**src/rtl/fetch_pkg.sv**
```systemverilog
package fetch_pkg;

  // Strobes from the control half to the datapath half.
  typedef struct packed {
    logic captureReq;  // latch the request address into stage 1
    logic loadOut;     // load the aligned group into the output registers
    logic clearOut;    // drop the output valid mask
  } fetchStrobes_t;

  // Top two bits of a word that mark a control transfer.
  localparam logic [1:0] CTI_CLASS = 2'b11;

endpackage

```
**src/rtl/fetch_ctrl.sv**
```systemverilog
module fetch_ctrl (
  input  logic                    clk,
  input  logic                    rstN,
  input  logic                    reqValid,
  output fetch_pkg::fetchStrobes_t strobes,
  output logic                    bankRd,
  output logic                    outValid
);

  logic stage1Valid;
  logic outValidQ;

  always_ff @(posedge clk or negedge rstN) begin
    if (!rstN) begin
      stage1Valid <= 1'b0;
      outValidQ   <= 1'b0;
    end else begin
      stage1Valid <= reqValid;
      outValidQ   <= stage1Valid;
    end
  end

  always_comb begin
    strobes.captureReq = reqValid;
    strobes.loadOut    = stage1Valid;
    strobes.clearOut   = !stage1Valid;
  end

  assign bankRd   = reqValid;
  assign outValid = outValidQ;

  // a result only ever follows a request by exactly two edges
  p_two_edge_latency_r3 : assert property (@(posedge clk) disable iff (!rstN)
    outValidQ |-> $past(reqValid, 2));

  // an idle request slot yields an idle result slot
  p_idle_propagates_r3 : assert property (@(posedge clk) disable iff (!rstN)
    !stage1Valid |=> !outValidQ);

endmodule

```
**src/rtl/fetch_align.sv**
```systemverilog
module fetch_align #(
  parameter  int INSN_W    = 32,
  parameter  int SLOTS     = 4,
  localparam int OFF_W     = $clog2(SLOTS),
  localparam int LINE_BITS = SLOTS * INSN_W
) (
  input  logic [OFF_W-1:0]     offset,
  input  logic                 oddLine,
  input  logic [LINE_BITS-1:0] bank0Data,
  input  logic [LINE_BITS-1:0] bank1Data,
  output logic [LINE_BITS-1:0] aligned
);

  logic [LINE_BITS-1:0]   curLine;
  logic [LINE_BITS-1:0]   nxtLine;
  logic [2*LINE_BITS-1:0] joined;

  // The first line comes from the bank matching its parity, the second from the other.
  always_comb begin
    curLine = oddLine ? bank1Data : bank0Data;
    nxtLine = oddLine ? bank0Data : bank1Data;
    joined  = {nxtLine, curLine};
  end

  always_comb begin
    aligned = '0;
    for (int i = 0; i < SLOTS; i++) begin
      aligned[i*INSN_W +: INSN_W] = joined[(int'(offset) + i)*INSN_W +: INSN_W];
    end
  end

endmodule

```
**src/rtl/fetch_truncate.sv**
```systemverilog
module fetch_truncate #(
  parameter  int INSN_W    = 32,
  parameter  int SLOTS     = 4,
  localparam int OFF_W     = $clog2(SLOTS),
  localparam int LINE_BITS = SLOTS * INSN_W
) (
  input  logic [LINE_BITS-1:0] slots,
  output logic [SLOTS-1:0]     groupMask,
  output logic [OFF_W:0]       groupLen
);

  import fetch_pkg::*;

  logic [SLOTS-1:0] isCti;

  // Per-slot predecode
  for (genvar g = 0; g < SLOTS; g++) begin : g_predecode
    assign isCti[g] = (slots[g*INSN_W + INSN_W - 2 +: 2] == CTI_CLASS);
  end

  // A slot survives while no earlier slot transfers control.
  always_comb begin
    groupMask[0] = 1'b1;
    for (int i = 1; i < SLOTS; i++) begin
      groupMask[i] = groupMask[i-1] & ~isCti[i-1];
    end
  end

  always_comb begin
    groupLen = '0;
    for (int i = 0; i < SLOTS; i++) begin
      groupLen = groupLen + (OFF_W+1)'(groupMask[i]);
    end
  end

endmodule

```
**src/rtl/fetch_datapath.sv**
```systemverilog
module fetch_datapath #(
  parameter  int PC_W      = 8,
  parameter  int INSN_W    = 32,
  parameter  int SLOTS     = 4,
  localparam int OFF_W     = $clog2(SLOTS),
  localparam int LINE_W    = PC_W - OFF_W,
  localparam int BANK_AW   = LINE_W - 1,
  localparam int LINE_BITS = SLOTS * INSN_W
) (
  input  logic                     clk,
  input  logic                     rstN,
  input  fetch_pkg::fetchStrobes_t strobes,
  input  logic [PC_W-1:0]          reqPc,
  output logic [BANK_AW-1:0]       bank0Addr,
  output logic [BANK_AW-1:0]       bank1Addr,
  input  logic [LINE_BITS-1:0]     bank0Data,
  input  logic [LINE_BITS-1:0]     bank1Data,
  output logic [LINE_BITS-1:0]     outSlots,
  output logic [SLOTS-1:0]         outMask,
  output logic [PC_W-1:0]          outNextPc
);

  import fetch_pkg::*;

  logic [LINE_W-1:0]    reqLine;
  logic [LINE_W-1:0]    followLine;
  logic [PC_W-1:0]      s1Pc;
  logic [LINE_BITS-1:0] alignedSlots;
  logic [SLOTS-1:0]     groupMask;
  logic [OFF_W:0]       groupLen;
  logic [LINE_BITS-1:0] outSlotsQ;
  logic [SLOTS-1:0]     outMaskQ;
  logic [PC_W-1:0]      outNextPcQ;

  // Bank index generation: the following line always falls in the other bank.
  always_comb begin
    reqLine    = reqPc[PC_W-1:OFF_W];
    followLine = reqLine + LINE_W'(1);
    if (reqLine[0]) begin
      bank1Addr = reqLine[LINE_W-1:1];
      bank0Addr = followLine[LINE_W-1:1];
    end else begin
      bank0Addr = reqLine[LINE_W-1:1];
      bank1Addr = followLine[LINE_W-1:1];
    end
  end

  // Stage 1 holds the address while the banks return their lines.
  always_ff @(posedge clk or negedge rstN) begin
    if (!rstN) begin
      s1Pc <= '0;
    end else if (strobes.captureReq) begin
      s1Pc <= reqPc;
    end
  end

  fetch_align #(
    .INSN_W (INSN_W),
    .SLOTS  (SLOTS)
  ) i_align (
    .offset    (s1Pc[OFF_W-1:0]),
    .oddLine   (s1Pc[OFF_W]),
    .bank0Data (bank0Data),
    .bank1Data (bank1Data),
    .aligned   (alignedSlots)
  );

  fetch_truncate #(
    .INSN_W (INSN_W),
    .SLOTS  (SLOTS)
  ) i_truncate (
    .slots     (alignedSlots),
    .groupMask (groupMask),
    .groupLen  (groupLen)
  );

  // Output registers
  always_ff @(posedge clk or negedge rstN) begin
    if (!rstN) begin
      outSlotsQ  <= '0;
      outMaskQ   <= '0;
      outNextPcQ <= '0;
    end else if (strobes.loadOut) begin
      outSlotsQ  <= alignedSlots;
      outMaskQ   <= groupMask;
      outNextPcQ <= s1Pc + PC_W'(groupLen);
    end else if (strobes.clearOut) begin
      outMaskQ   <= '0;
    end
  end

  assign outSlots  = outSlotsQ;
  assign outMask   = outMaskQ;
  assign outNextPc = outNextPcQ;

  // the two bank indices always name adjacent lines
  p_bank_pair_r2 : assert property (@(posedge clk) disable iff (!rstN)
    (bank0Addr == bank1Addr) || (bank0Addr == bank1Addr + BANK_AW'(1)));

  for (genvar g = 0; g < SLOTS - 1; g++) begin : g_mask_checks
    // valid slots form a prefix
    p_mask_prefix_r6 : assert property (@(posedge clk) disable iff (!rstN)
      outMaskQ[g+1] |-> outMaskQ[g]);
    // no valid slot follows a transfer
    p_cti_cuts_r6 : assert property (@(posedge clk) disable iff (!rstN)
      outMaskQ[g+1] |-> (outSlotsQ[g*INSN_W + INSN_W - 2 +: 2] != CTI_CLASS));
    // a valid non-transfer slot lets the group continue
    p_group_continues_r6 : assert property (@(posedge clk) disable iff (!rstN)
      (outMaskQ[g] && (outSlotsQ[g*INSN_W + INSN_W - 2 +: 2] != CTI_CLASS))
        |-> outMaskQ[g+1]);
  end

endmodule

```
**src/rtl/selfaligned_fetch.sv**
```systemverilog
module selfaligned_fetch #(
  parameter  int PC_W      = 8,
  parameter  int INSN_W    = 32,
  parameter  int SLOTS     = 4,
  localparam int OFF_W     = $clog2(SLOTS),
  localparam int BANK_AW   = PC_W - OFF_W - 1,
  localparam int LINE_BITS = SLOTS * INSN_W
) (
  input  logic                 clk,
  input  logic                 rstN,
  input  logic                 reqValid,
  input  logic [PC_W-1:0]      reqPc,
  output logic                 bank0Rd,
  output logic [BANK_AW-1:0]   bank0Addr,
  input  logic [LINE_BITS-1:0] bank0Data,
  output logic                 bank1Rd,
  output logic [BANK_AW-1:0]   bank1Addr,
  input  logic [LINE_BITS-1:0] bank1Data,
  output logic                 outValid,
  output logic [LINE_BITS-1:0] outSlots,
  output logic [SLOTS-1:0]     outMask,
  output logic [PC_W-1:0]      outNextPc
);

  fetch_pkg::fetchStrobes_t strobes;
  logic bankRd;

  fetch_ctrl i_ctrl (
    .clk      (clk),
    .rstN     (rstN),
    .reqValid (reqValid),
    .strobes  (strobes),
    .bankRd   (bankRd),
    .outValid (outValid)
  );

  fetch_datapath #(
    .PC_W   (PC_W),
    .INSN_W (INSN_W),
    .SLOTS  (SLOTS)
  ) i_datapath (
    .clk       (clk),
    .rstN      (rstN),
    .strobes   (strobes),
    .reqPc     (reqPc),
    .bank0Addr (bank0Addr),
    .bank1Addr (bank1Addr),
    .bank0Data (bank0Data),
    .bank1Data (bank1Data),
    .outSlots  (outSlots),
    .outMask   (outMask),
    .outNextPc (outNextPc)
  );

  assign bank0Rd = bankRd;
  assign bank1Rd = bankRd;

  // an idle output carries no valid slot
  p_idle_mask_r8 : assert property (@(posedge clk) disable iff (!rstN)
    !outValid |-> (outMask == '0));

  // a result always has slot 0
  p_slot0_valid_r6 : assert property (@(posedge clk) disable iff (!rstN)
    outValid |-> outMask[0]);

endmodule

```
**config.mk**
```make
export PLATFORM = sky130hd
export DESIGN_NAME = selfaligned_fetch
export DESIGN_NICKNAME = d
export VERILOG_FILES = /design/src/rtl/fetch_pkg.sv /design/src/rtl/fetch_ctrl.sv /design/src/rtl/fetch_align.sv /design/src/rtl/fetch_truncate.sv /design/src/rtl/fetch_datapath.sv /design/src/rtl/selfaligned_fetch.sv
export SDC_FILE = /design/constraint.sdc
export NUM_CORES = 1
export LEC_CHECK = 0
export ABC_CLOCK_PERIOD_IN_PS = 2800
export BUFFER_PORTS_ARGS = -buffer_cell sky130_fd_sc_hd__buf_2
export CORE_UTILIZATION = 24
export CTS_BUF_LIST = sky130_fd_sc_hd__clkbuf_16
export CTS_CLUSTER_SIZE = 12
export DETAILED_ROUTE_END_ITERATION = 8
export PLACE_DENSITY = 0.45
export SLEW_MARGIN = 20
export SYNTH_ARGS = -nofsm -noshare
export SYNTH_HDL_FRONTEND = slang
export SYNTH_SLANG_ARGS = --single-unit
```
**constraint.sdc**
```tcl
create_clock -name clk -period 2.8 [get_ports clk]
set_input_delay 0.42 -clock clk [delete_from_list [all_inputs] [get_ports clk]]
set_output_delay 0.42 -clock clk [all_outputs]
set_load 0.01 [all_outputs]
```
==> metrics.cfg, run 1 <==
[run_status]
outcome = finished clean

[clock_network]
cts-root-buf = clkbuf_16
clock_sinks = 149
insertion_delay_ns = 0.46
htreeDepth = 4
path_clk_slew_ns = 0.07
cts_tree = yes
cts_made_buffers = 17
cts_buffer_depth = 2

[critical_path]
crit_top_cell = fa_2
crit_arrival_ns = 3.09
r2r_slack_ns = 0.05
worstSetupEndpointType = flop
required_ns = 3.14
crit_slowest_cell = dfrtp_4
cp_max_fo = 5
max_stage_delay_ns = 0.52
r2r_cells = 10
r2r_end = i_datapath.outNextPc[4]$_DFFE_PN0P_
reg2reg_from = i_datapath.s1Pc[0]$_DFFE_PN0P_
start_kind = flop
crit_chain = buf_6 -> mux2i_1 -> mux2_4 -> o31ai_4 -> o21ai_2 -> fa_2 -> fa_2 -> nand3_2 -> xor2_1 -> a21oi_1
path_class = flop to flop

[synth]
synth-edff-count = 0
syn_inst = 1021
synthFlopType = dfrtp_1
synth_cell_types = 34
syn_area_um2 = 11300
synth_area_per_cell_um2 = 11.1
synth-seq-cells = 149
synth_warnings = 0
syn-num-nets = 1293
seq_area_frac_synth_pct = 32.9
postSynth.asyncResetShare_pct = 100

[placement]
globalplace.congestion = 0.826
placed_area_um2 = 13900
port_buffers = 419
dp_hpwl_um = 27700

[global_route]
grt_start_max_net_pins = 101
grt_use_total_pct = 14.7
first_global_vias = 9579
grt_pass1_wl_um = 54100
antenna_found_initial = 4
grt-ovfl-total = 0

[power_and_ir_drop]
leakage_nw = 7.08
vdd_ir_drop_max_v = 0.000305
power_mw = 8.53
powerDensity_nw_per_um2 = 581

[die]
ioPinCount = 420
start_util_pct = 24.3
rows = 79
dieArea_um2 = 48000
fp.dieH_um = 219
core_um2 = 46600
dieWidth_um = 219

[sta]
relSlewSlack_pct = 43.0
rsz0062_at_grt = yes
hold_violations = 0
report.final.slew_viol_count = 0
layout_worst_path_cycle_share_pct = 98.4
skew_ns = 0.0107
worst-slew-pin-transition_ns = 0.855
layout_min_cycle_time_ns = 2.75
fmax_mhz = 363
final.setup.tns_ns = 0
setup_violations = 0

[flow_run]
maxCapViolations = 0

[min_path]
whs_path_depth = 2
hold_end = i_datapath.s1Pc[1]$_DFFE_PN0P_
hold_class = input pin to flop
min-delay-start = reqPc[1]

[detailed_routing]
vias = 9467
drc_errors = 0
vias_per_cell = 4.68
first_pass_iters = 4
drt_iter0_markers = 263
avgRoutedWirePerCell_um = 17.6
postRouteAntennaNets = 0
routed_wl_um = 35600

[layout]
synthToLayoutAreaGrowth_pct = 29.8
layout-drive-gt1-share_pct = 41.6
final_util_pct = 31.6
num-nets-final = 1676
design_area_um2 = 14700

sequential cells by signal, summed over array words and instances (netlist names):
register              count
i_ctrl.stage1Valid        1
i_datapath.s1Pc           8
i_datapath.outNextPc      8
i_datapath.outMask        4
i_datapath.outSlots     128
synth_stat cells, drive strengths merged, types with 3 or more instances:
cell	n	area, um2
dfrtp	149	3730
mux4	68	1540
buf	62	484
xnor2	7	61.3
mux2i	368	3680
mux2	12	135
nand2	9	33.8
inv	4	15.0
nand3	6	40.0
ha	3	37.5
a21oi	133	666
nor2b	3	18.8
xor2	5	43.8
o21ai	3	22.5
nor2	135	507
clkbuf	35	131
where the power goes:
group	switching, mW	total, mW	internal (mW)
Clock	1.05	2.64	1.59
Combinational	1.64	3.10	1.45
Sequential	0.254	2.80	2.55
Total	2.94	8.53	5.59
critical path: cells and delay by family, from the launching register on:
kind                       cells  cell delay [ns]
adders and majority gates      2             0.84
DFF                            1             0.52
AOI/OAI and AO/OA              3             0.44
muxes                          2             0.43
xor gates and xnor gates       1             0.16
buffers and inverters          1             0.15
and+or+nand+nor                1             0.10
cells by family after synthesis:
| family | after synthesis | synth area share (%) |
|---|---|---|
| simple gates | 163 | 5.94 |
| xor+xnor | 12 | 0.928 |
| fa+ha+maj | 5 | 0.685 |
| compound gates | 143 | 6.64 |
| buf+inv | 101 | 5.57 |
| mux | 448 | 47.3 |
| flops | 149 | 32.9 |
placed cells by master (no fill, tap or decap), types with 4 or more instances in the layout:
cell,count
a21oi_1,132
nand3_2,4
nor2_1,134
buf_4,31
mux4_2,67
xnor2_1,7
mux2i_1,368
bufinv_16,5
dfrtp_1,145
xor2_1,5
buf_2,418
inv_1,4
dfrtp_4,4
clkbuf_16,17
nand2_1,9
mux2_2,11
buf_12,8
per-layer routing:
metal	wire [um]	share of wire, %	GRT usage, %	up-vias
met5	37	0.10	0	-
met1	15600	44	18.2	4580
met3	1900	5.3	3.62	45
met2	17300	48	24.4	261
met4	845	2.4	5.65	6
li1	-	-	-	4575
metrics by stage:
step | hold slack [ns] | cells | setup WS, ns
global placement | 0.452 | 1986 | 0.0275
finish | 0.203 | 2025 | 0.0455
global route | 0.188 | 2025 | -0.0495
detailed placement | 0.456 | 1986 | -0.0167
CTS | 0.160 | 2019 | 0.0495
floorplan | 0.124 | 1021 | 0.0488
final cells by class:
cell class,instances,area (um2)
Fill cell,4845,31900
Clock buffer,17,425
Multi-Input combinational cell,771,6990
Timing Repair Buffer,461,2530
Antenna cell,1,2.50
Sequential cell,149,3740
Inverter,4,15.0
Clock inverter,15,226
Tap cell,607,759
worst max-delay path by stage:
stage | startpoint | end | slack, ns | depth (start not counted)
3_3_place_gp | i_datapath.s1Pc[0]$_DFFE_PN0P_ | i_datapath.outNextPc[6]$_DFFE_PN0P_ | 0.03 | 9
3_5_place_dp | i_datapath.s1Pc[0]$_DFFE_PN0P_ | i_datapath.outNextPc[4]$_DFFE_PN0P_ | -0.02 | 9
2_1_floorplan | i_datapath.s1Pc[0]$_DFFE_PN0P_ | i_datapath.outNextPc[6]$_DFFE_PN0P_ | 0.05 | 11
5_1_grt | i_datapath.s1Pc[0]$_DFFE_PN0P_ | i_datapath.outNextPc[4]$_DFFE_PN0P_ | -0.05 | 10
6_report | i_datapath.s1Pc[0]$_DFFE_PN0P_ | i_datapath.outNextPc[4]$_DFFE_PN0P_ | 0.05 | 10
4_1_cts | i_datapath.s1Pc[0]$_DFFE_PN0P_ | i_datapath.outNextPc[6]$_DFFE_PN0P_ | 0.05 | 9
timing repair:
item,in CTS,in global routing
hold endpoints to repair,48,0
hold buffers,1,0
setup endpoints to repair,2,4
setup buffers,0,5
pin swaps,0,2
gates resized for setup,1,10
Power figures use the tool's default switching activity.
==> run 2: changes to the inputs <==
- CORE_MARGIN: unset -> 2
==> metrics.cfg, run 2 (synthesis results as in run 1) <==
[detailed_routing]
drc_errors = 0
vias = 9519
vias_per_cell = 4.71
first_pass_iters = 4
avgRoutedWirePerCell_um = 18.2
routed_wl_um = 36800
drt_iter0_markers = 312
postRouteAntennaNets = 0

[critical_path]
cp_max_fo = 9
path_class = flop to flop
required_ns = 3.16
worstSetupEndpointType = flop
crit_arrival_ns = 3.10
start_kind = flop

[min_path]
hold_class = input pin to flop

[die]
rows = 79
fp.dieH_um = 221
start_util_pct = 24.3
core_um2 = 46600
dieWidth_um = 221
ioPinCount = 420
dieArea_um2 = 48900

[sta]
layout_min_cycle_time_ns = 2.74
rsz0062_at_grt = yes
worst-slew-pin-transition_ns = 0.853
report.final.slew_viol_count = 0
hold_violations = 0
relSlewSlack_pct = 43.2
fmax_mhz = 365
layout_worst_path_cycle_share_pct = 97.8
skew_ns = 0.00905
setup_violations = 0
fin_ws_ns = 0.0605

[global_route]
grt_start_max_net_pins = 104
antenna_found_initial = 7
grt_pass1_wl_um = 56900
grt-ovfl-total = 0
grt_use_total_pct = 15.0
first_global_vias = 9709

[layout]
fillers = 4901
layout_commonest_cell = buf_2
regArea_um2 = 3740
final_util_pct = 31.3
multi_input_area_um2 = 6970
layout_common_cells = 418 x buf_2, 368 x mux2i_1, 145 x dfrtp_1
synthToLayoutAreaGrowth_pct = 28.9
layout-drive-gt1-share_pct = 40.7
largest_reg_flops = 128
num-nets-final = 1668

[clock_network]
insertion_delay_ns = 0.48
cts_tree = yes
cts_made_buffers = 17
cts_buffer_depth = 2
path_clk_slew_ns = 0.07
clock_sinks = 149
cts-root-buf = clkbuf_16
htreeDepth = 4

[placement]
port_buffers = 419
pre_cts_slack_ns = -0.00978
dp_hpwl_um = 28200
globalplace.congestion = 0.850

[run_status]
outcome = finished clean

[power_and_ir_drop]
vdd_ir_drop_max_v = 0.000438
leakage_nw = 7.01
power_mw = 8.43
powerDensity_nw_per_um2 = 578

[flow_run]
maxCapViolations = 0

-- run 2: changes by cell type in the layout (fill, tap and decap cells not counted), sizes merged --
| cell | previous run | this run |
|---|---|---|
| clkinv | 5 | 6 |
| clkinvlp | 1 | 2 |
| inv | 8 | 7 |
| buf | 460 | 452 |
| diode | 1 | 5 |
| bufinv | 5 | 4 |
-- run 2: layout make-up --
type                    instances  share of cell area (%)
clock inverters                15                    1.39
inverters                       4                   0.103
well taps                     607                    5.20
multi-input cells             771                    47.7
diodes                          5                  0.0857
repair buffers                453                    16.9
clock buffers                  17                    2.92
flip-flops and latches        149                    25.7
-- run 2: metrics by stage --
stage | instances | TNS, ns | cell area (um2) | hold WS, ns
3_5_place_dp | 1981 | -0.00978 | 13900 | 0.390
3_3_place_gp | 1981 | 0 | 13900 | 0.385
6_report | 2021 | 0 | 14600 | 0.183
2_1_floorplan | 1021 | 0 | 11300 | 0.124
5_1_grt | 2021 | -0.0899 | 14600 | 0.155
4_1_cts | 2014 | 0 | 14600 | 0.138
-- run 2: per-layer routing --
layer	vias to the layer above	wire, um	global-route usage (%)
li1	4561	-	-
met1	4642	15900	18.5
met2	271	17700	24.5
met3	43	2390	4.83
met4	2	874	5.69
met5	-	13	0
-- run 2: worst max-delay path, stage by stage, from the launching register on --
cell	delay, ns
dfrtp_4	0.56
mux2i_1	0.16
mux2_2	0.31
o31ai_4	0.27
o21ai_1	0.14
fa_2	0.43
fa_2	0.41
nand3_1	0.11
xor2_1	0.16
a21oi_1	0.08
-- run 2: where the power goes --
group	internal, mW	switching (mW)	leakage, nW
Clock	1.49	1.05	0.301
Sequential	2.55	0.247	1.66
Combinational	1.43	1.65	5.05
-- run 2: repair_timing --
| item | CTS | global route |
|---|---|---|
| setup endpoints to repair | 1 | 5 |
| hold buffers | 1 | 0 |
| endpoints found under the hold margin | 39 | 0 |
| resized for setup | 1 | 2 |
| pin swaps | 0 | 0 |
| setup buffers | 0 | 2 |
-- run 2: path summary, 6_finish.rpt --
path                                                        end  slack, ns  cells after the start                                start
max                         i_datapath.outNextPc[4]$_DFFE_PN0P_       0.06                      9       i_datapath.s1Pc[0]$_DFFE_PN0P_
min                              i_datapath.s1Pc[1]$_DFFE_PN0P_       0.18                      2                             reqPc[1]
max reg2reg                 i_datapath.outNextPc[4]$_DFFE_PN0P_       0.06                      9       i_datapath.s1Pc[0]$_DFFE_PN0P_
min reg2reg                 i_datapath.outSlots[63]$_DFFE_PN0P_       0.48                      1  i_datapath.outSlots[63]$_DFFE_PN0P_
max in group asynchronous  i_datapath.outSlots[104]$_DFFE_PN0P_       1.63                      3                                 rstN
min in group asynchronous   i_datapath.outSlots[58]$_DFFE_PN0P_       0.43                      2                                 rstN
